**src/rtl/srPkg.sv**
```systemverilog
package srPkg;

  typedef enum logic [2:0] {
    OP_ROL  = 3'd0,
    OP_ROLC = 3'd1,
    OP_ROR  = 3'd2,
    OP_RORC = 3'd3,
    OP_SAR  = 3'd4,
    OP_SHL  = 3'd5,
    OP_SHR  = 3'd6,
    OP_HOLD = 3'd7
  } srOp_e;

  // strobes from control to datapath
  typedef struct packed {
    logic load;
    logic step;
  } srStrobe_t;

endpackage

```
**src/rtl/srControl.sv**
```systemverilog
module srControl
  import srPkg::*;
#(
  parameter int CNT_W = 5
) (
  input  logic             clk,
  input  logic             rstN,
  input  logic             start,
  input  logic [CNT_W-1:0] countIn,
  output srStrobe_t        strobe,
  output logic             busy,
  output logic             done
);

  typedef enum logic {ST_IDLE, ST_RUN} ctlState_e;

  ctlState_e        state;
  logic [CNT_W-1:0] stepsLeft;
  logic             accept;

  assign done   = (state == ST_RUN) && (stepsLeft == '0);
  assign busy   = (state == ST_RUN);
  assign accept = start && ((state == ST_IDLE) || done);

  assign strobe.load = accept;
  assign strobe.step = (state == ST_RUN) && (stepsLeft != '0);

  always_ff @(posedge clk or negedge rstN) begin
    if (!rstN) begin
      state     <= ST_IDLE;
      stepsLeft <= '0;
    end else if (accept) begin
      state     <= ST_RUN;
      stepsLeft <= countIn;
    end else if (done) begin
      state     <= ST_IDLE;
    end else if (state == ST_RUN) begin
      stepsLeft <= stepsLeft - 1'b1;
    end
  end

endmodule

```
**src/rtl/srDatapath.sv**
```systemverilog
module srDatapath
  import srPkg::*;
#(
  parameter int DATA_W   = 16,
  parameter int NARROW_W = 8
) (
  input  logic              clk,
  input  logic              rstN,
  input  srStrobe_t         strobe,
  input  logic [DATA_W-1:0] operandIn,
  input  logic              wideIn,
  input  logic [2:0]        opIn,
  input  logic              carryIn,
  output logic [DATA_W-1:0] dataOut,
  output logic              carryOut,
  output logic              wideCur
);

  localparam int PAD_W = DATA_W - NARROW_W;
  localparam logic [DATA_W-1:0] NARROW_MASK = {{PAD_W{1'b0}}, {NARROW_W{1'b1}}};

  logic [DATA_W-1:0] dataQ;
  logic              carryQ;
  logic              wideQ;
  srOp_e             opQ;

  logic [DATA_W-1:0] loadMask;
  logic [DATA_W-1:0] stepMask;
  logic              topBit;
  logic              leftFill;
  logic              rightFill;
  logic              isLeft;
  logic [DATA_W-1:0] leftPath;
  logic [DATA_W-1:0] rightPath;
  logic [DATA_W-1:0] nextData;
  logic              nextCarry;

  assign loadMask = wideIn ? '1 : NARROW_MASK;
  assign stepMask = wideQ  ? '1 : NARROW_MASK;
  assign topBit   = wideQ ? dataQ[DATA_W-1] : dataQ[NARROW_W-1];

  always_comb begin
    leftFill  = 1'b0;
    rightFill = 1'b0;
    isLeft    = 1'b0;
    unique case (opQ)
      OP_ROL:  begin isLeft = 1'b1; leftFill = topBit; end
      OP_ROLC: begin isLeft = 1'b1; leftFill = carryQ; end
      OP_SHL:  begin isLeft = 1'b1; end
      OP_ROR:  rightFill = dataQ[0];
      OP_RORC: rightFill = carryQ;
      OP_SAR:  rightFill = topBit;
      default: rightFill = 1'b0;
    endcase
  end

  assign leftPath = {dataQ[DATA_W-2:0], leftFill} & stepMask;

  // right path: the fill lands on bit DATA_W-1 or NARROW_W-1 depending on width
  for (genvar i = 0; i < DATA_W; i++) begin : g_rbit
    if (i == DATA_W-1) begin : g_top
      assign rightPath[i] = wideQ ? rightFill : 1'b0;
    end else if (i == NARROW_W-1) begin : g_narrowTop
      assign rightPath[i] = wideQ ? dataQ[i+1] : rightFill;
    end else begin : g_mid
      assign rightPath[i] = dataQ[i+1];
    end
  end

  always_comb begin
    if (opQ == OP_HOLD) begin
      nextData  = dataQ;
      nextCarry = carryQ;
    end else if (isLeft) begin
      nextData  = leftPath;
      nextCarry = topBit;
    end else begin
      nextData  = rightPath;
      nextCarry = dataQ[0];
    end
  end

  always_ff @(posedge clk or negedge rstN) begin
    if (!rstN) begin
      dataQ  <= '0;
      carryQ <= 1'b0;
      wideQ  <= 1'b0;
      opQ    <= OP_HOLD;
    end else if (strobe.load) begin
      dataQ  <= operandIn & loadMask;
      carryQ <= carryIn;
      wideQ  <= wideIn;
      opQ    <= srOp_e'(opIn);
    end else if (strobe.step) begin
      dataQ  <= nextData;
      carryQ <= nextCarry;
    end
  end

  assign dataOut  = dataQ;
  assign carryOut = carryQ;
  assign wideCur  = wideQ;

endmodule

```
**src/rtl/srShiftRotate.sv**
```systemverilog
module srShiftRotate
  import srPkg::*;
#(
  parameter int DATA_W   = 16,
  parameter int NARROW_W = 8,
  parameter int CNT_W    = 5
) (
  input  logic              clk,
  input  logic              rstN,
  input  logic              start,
  input  logic [DATA_W-1:0] operandIn,
  input  logic [CNT_W-1:0]  countIn,
  input  logic              wideMode,
  input  logic [2:0]        opSel,
  input  logic              carryIn,
  output logic [DATA_W-1:0] resultOut,
  output logic              carryOut,
  output logic              busy,
  output logic              done
);

  srStrobe_t strobe;
  logic      wideCur;

  srControl #(.CNT_W(CNT_W)) ctl_i (
    .clk     (clk),
    .rstN    (rstN),
    .start   (start),
    .countIn (countIn),
    .strobe  (strobe),
    .busy    (busy),
    .done    (done)
  );

  srDatapath #(.DATA_W(DATA_W), .NARROW_W(NARROW_W)) dp_i (
    .clk       (clk),
    .rstN      (rstN),
    .strobe    (strobe),
    .operandIn (operandIn),
    .wideIn    (wideMode),
    .opIn      (opSel),
    .carryIn   (carryIn),
    .dataOut   (resultOut),
    .carryOut  (carryOut),
    .wideCur   (wideCur)
  );

endmodule

```
**config.mk**
```make
export PLATFORM = sky130hd
export DESIGN_NAME = srShiftRotate
export DESIGN_NICKNAME = d
export VERILOG_FILES = /design/src/rtl/srPkg.sv /design/src/rtl/srControl.sv /design/src/rtl/srDatapath.sv /design/src/rtl/srShiftRotate.sv
export SDC_FILE = /design/constraint.sdc
export NUM_CORES = 1
export LEC_CHECK = 0
export BUFFER_PORTS_ARGS = -buffer_cell sky130_fd_sc_hd__buf_2
export CORE_MARGIN = 8
export CORE_UTILIZATION = 45
export CTS_CLUSTER_DIAMETER = 80
export DETAILED_ROUTE_END_ITERATION = 10
export GPL_TIMING_DRIVEN = 0
export PLACE_DENSITY = 0.7
export SLEW_MARGIN = 0
export SYNTH_ARGS = -nofsm -noshare
export SYNTH_HDL_FRONTEND = slang
export SYNTH_SLANG_ARGS = --single-unit
```
**constraint.sdc**
```tcl
create_clock -name clk -period 3.4 [get_ports clk]
set_input_delay 0.34 -clock clk [delete_from_list [all_inputs] [get_ports clk]]
set_output_delay 0.34 -clock clk [all_outputs]
set_load 0.03 [all_outputs]
```
==> impl_metrics.csv <==
group,metric,value,unit
clock_tree,cts_tree,"built",
synthesis,synth-edff-count,0,
global_routing,antenna_found_initial,0,
setup_path,r2r_cells,8,
setup_path,reg2reg_slack,1100,ps
timing,setup_viol,0,
die,rows,23,
final_layout,area_growth_syn_to_layout,18.5,%
setup_path,crit_fanout,10,
power,peakVddDrop,0.405,mV
power,p_per_area,866,nW/um2
final_layout,drive_gt1_share,28.1,%
synthesis,yosysTopAreaCellShare,33.4,%
drt,drtIter0Drc,130,
final_layout,n_antenna_cell,0,
setup_path,slowest_stage,"or4b_1",
timing,worstMarginPinSlew,627,ps
drt,first_pass_iters,4,
timing,fin_crit_sh,72.0,%
setup_path,worstPathRequired,3060,ps
synthesis,synth_top_cell_by_area,"dfrtp_1",
synthesis,synthTopCellsByArea,"dfrtp_1, o21ai_0, a31oi_2",
clock_tree,clock_latency,270,ps
synthesis,yosysSeqAreaShare,37.7,%
die,die_h,79.3,um
die,fp.coreArea,3910,um2
flow_run,cap_violations,0,
timing,period_needed,2450,ps
die,die-area,6280,um2
global_routing,grt_pass1_wl,8470,um
die,io_pins,48,
synthesis,synthCells,211,
synthesis,synth_warnings,0,
synthesis,synth_area_per_cell,8.53,um2
drt,num_vias,1765,
clock_tree,cts.sinks,27,
timing,rsz0062_at_grt,"no",
synthesis,synth_common_cells,"nand2_1, dfrtp_1, o21ai_0",
die,start_util,46.0,%
drt,ant_nets,0,
synthesis,syn_area,1800,um2
clock_tree,cts_buffer_depth,2,
global_routing,grt.total_usage,16.4,%
timing,setup_tns,0,ps
clock_tree,clkSlewWorstSetupHoldPaths,100,ps
synthesis,synth_most_common_cell,"nand2_1",
timing,whs,72.0,ps
clock_tree,hold_buffers,0,
setup_path,end_kind,"output port",
final_layout,nets,291,
drt,via_per_inst,5.69,
status,status,"finished, final reports clean",
drt,wl_per_cell,16.1,um
clock_tree,numCtsBuffers,3,
placed_design,hpwlAfterDp,3670,um
global_routing,grt_max_degree,28,
setup_path,crit_top_cell,"buf_2",
setup_path,path_class,"reg -> out",
clock_tree,cts_setup_buffers,0,
synthesis,async_flop_share,100,%
timing,hold_violations,0,
power,p_leak,0.000939,uW
drt,finalWirelength,5000,um
synthesis,synth_nets,241,
global_routing,grt_pass1_vias,1809,
drt,drc,0,
clock_tree,h-tree-depth,1,
timing,relSlewSlack,58.2,%
synthesis,ys_seq_elements,27,
synthesis,yosysUniqueCellTypes,34,
die,die_x,79.3,um
placed_design,gp_congestion,0.870,
timing,fmaxAchievable,409,MHz
clock_tree,postCtsResizedCells,0,
timing,fin_skew,2.32,ps
clock_tree,cts-root-buf,"clkbuf_8",
setup_path,critPathLaunchType,"register",
setup_path,crit_chain,"inv_1 -> ha_1 -> or4b_1 -> buf_2 -> clkbuf_1 -> nor2_1 -> buf_2",
setup_path,arrival,2110,ps
timing,maxSlewViolCount,0,
placed_design,numPortBuffers,45,
worst_hold_path,hold_class,"in -> async",
global_routing,grt-ovfl-total,0,
setup_path,critPathMaxStageDelay,450,ps
synthesis,synth_ff_type,"dfrtp_1",
critical path: cells and delay by family, from the launching register on:
kind	cells	cell delay, ps
DFF	1	420
and+or+nand+nor	2	570
buffers and inverters	4	650
adders and majority gates	1	190
report_power, final:
part,switching (uW),internal (uW),total [uW]
combinational,634,433,1070
clock,104,84.0,188
sequential,125,468,593
total,863,985,1850
stage by stage:
stage | power, uW | setup slack (ps) | utilization (%) | cell area [um2] | cells
final | 1850 | 952 | 54.5 | 2130 | 310
after global routing | 1990 | 845 | 54.5 | 2130 | 310
after CTS | 1850 | 943 | 54.5 | 2130 | 310
after detailed placement | 1660 | 1140 | 53.4 | 2090 | 306
after global placement | 1650 | 1120 | 53.4 | 2090 | 306
after floorplan | 1390 | 1270 | - | 1800 | 211
metal layers:
metal	global-route usage (%)	wire length, um
met2	26.6	2290
met4	3.33	17
met1	21.6	2340
met3	3.72	344
met5	0	0
cells in the final DEF (no fill, tap or decap), types with 6 or more instances in the layout:
cell type | netlist | layout
buf_2 | 3 | 48
nand2_1 | 26 | 26
o21ai_0 | 24 | 24
dfrtp_1 | 24 | 24
nand3_1 | 20 | 20
clkbuf_1 | 15 | 16
a21oi_1 | 13 | 13
nor3_1 | 9 | 9
a21boi_0 | 8 | 8
a31oi_2 | 8 | 8
a31oi_1 | 8 | 8
inv_1 | 7 | 7
a211oi_1 | 7 | 7
mux2_4 | 6 | 6
worst paths after layout:
check / start / endpoint
worst max register to register: ctl_i.stepsLeft[0] / dp_i.dataOut[6]
worst max-delay path: ctl_i.stepsLeft[0] / done
max in group asynchronous: rstN / dp_i.dataOut[6]
worst min register to register: dp_i.opQ[2] / dp_i.opQ[2]
worst min-delay path: rstN / ctl_i.stepsLeft[2]
min in group clk: opSel[2] / dp_i.opQ[2]
registers in the layout, summed over array words and instances (netlist names):
| signal | count |
|---|---|
| ctl_i.busy | 1 |
| ctl_i.stepsLeft | 5 |
| dp_i.wideCur | 1 |
| dp_i.carryOut | 1 |
| dp_i.opQ | 3 |
| dp_i.dataOut | 16 |
cell families after synthesis:
family / Yosys count / share of synthesized area (%)
and+or+nand+nor: 65 / 16.9
AOI/OAI and AO/OA: 81 / 31.5
buffers and inverters: 29 / 7.09
adders and majority gates: 1 / 0.695
DFF: 27 / 37.7
muxes: 8 / 6.12
final cells by class:
cell class                 count  area (um2)
fill                         400        1780
multi-input combinational    155         993
sequential                    27         679
timing repair buffer          45         225
buffer                        20        93.8
tap                           50        62.6
clock buffer                   4        45.0
inverter                       9        33.8
Note: power is estimated with default switching activity, not from simulation.
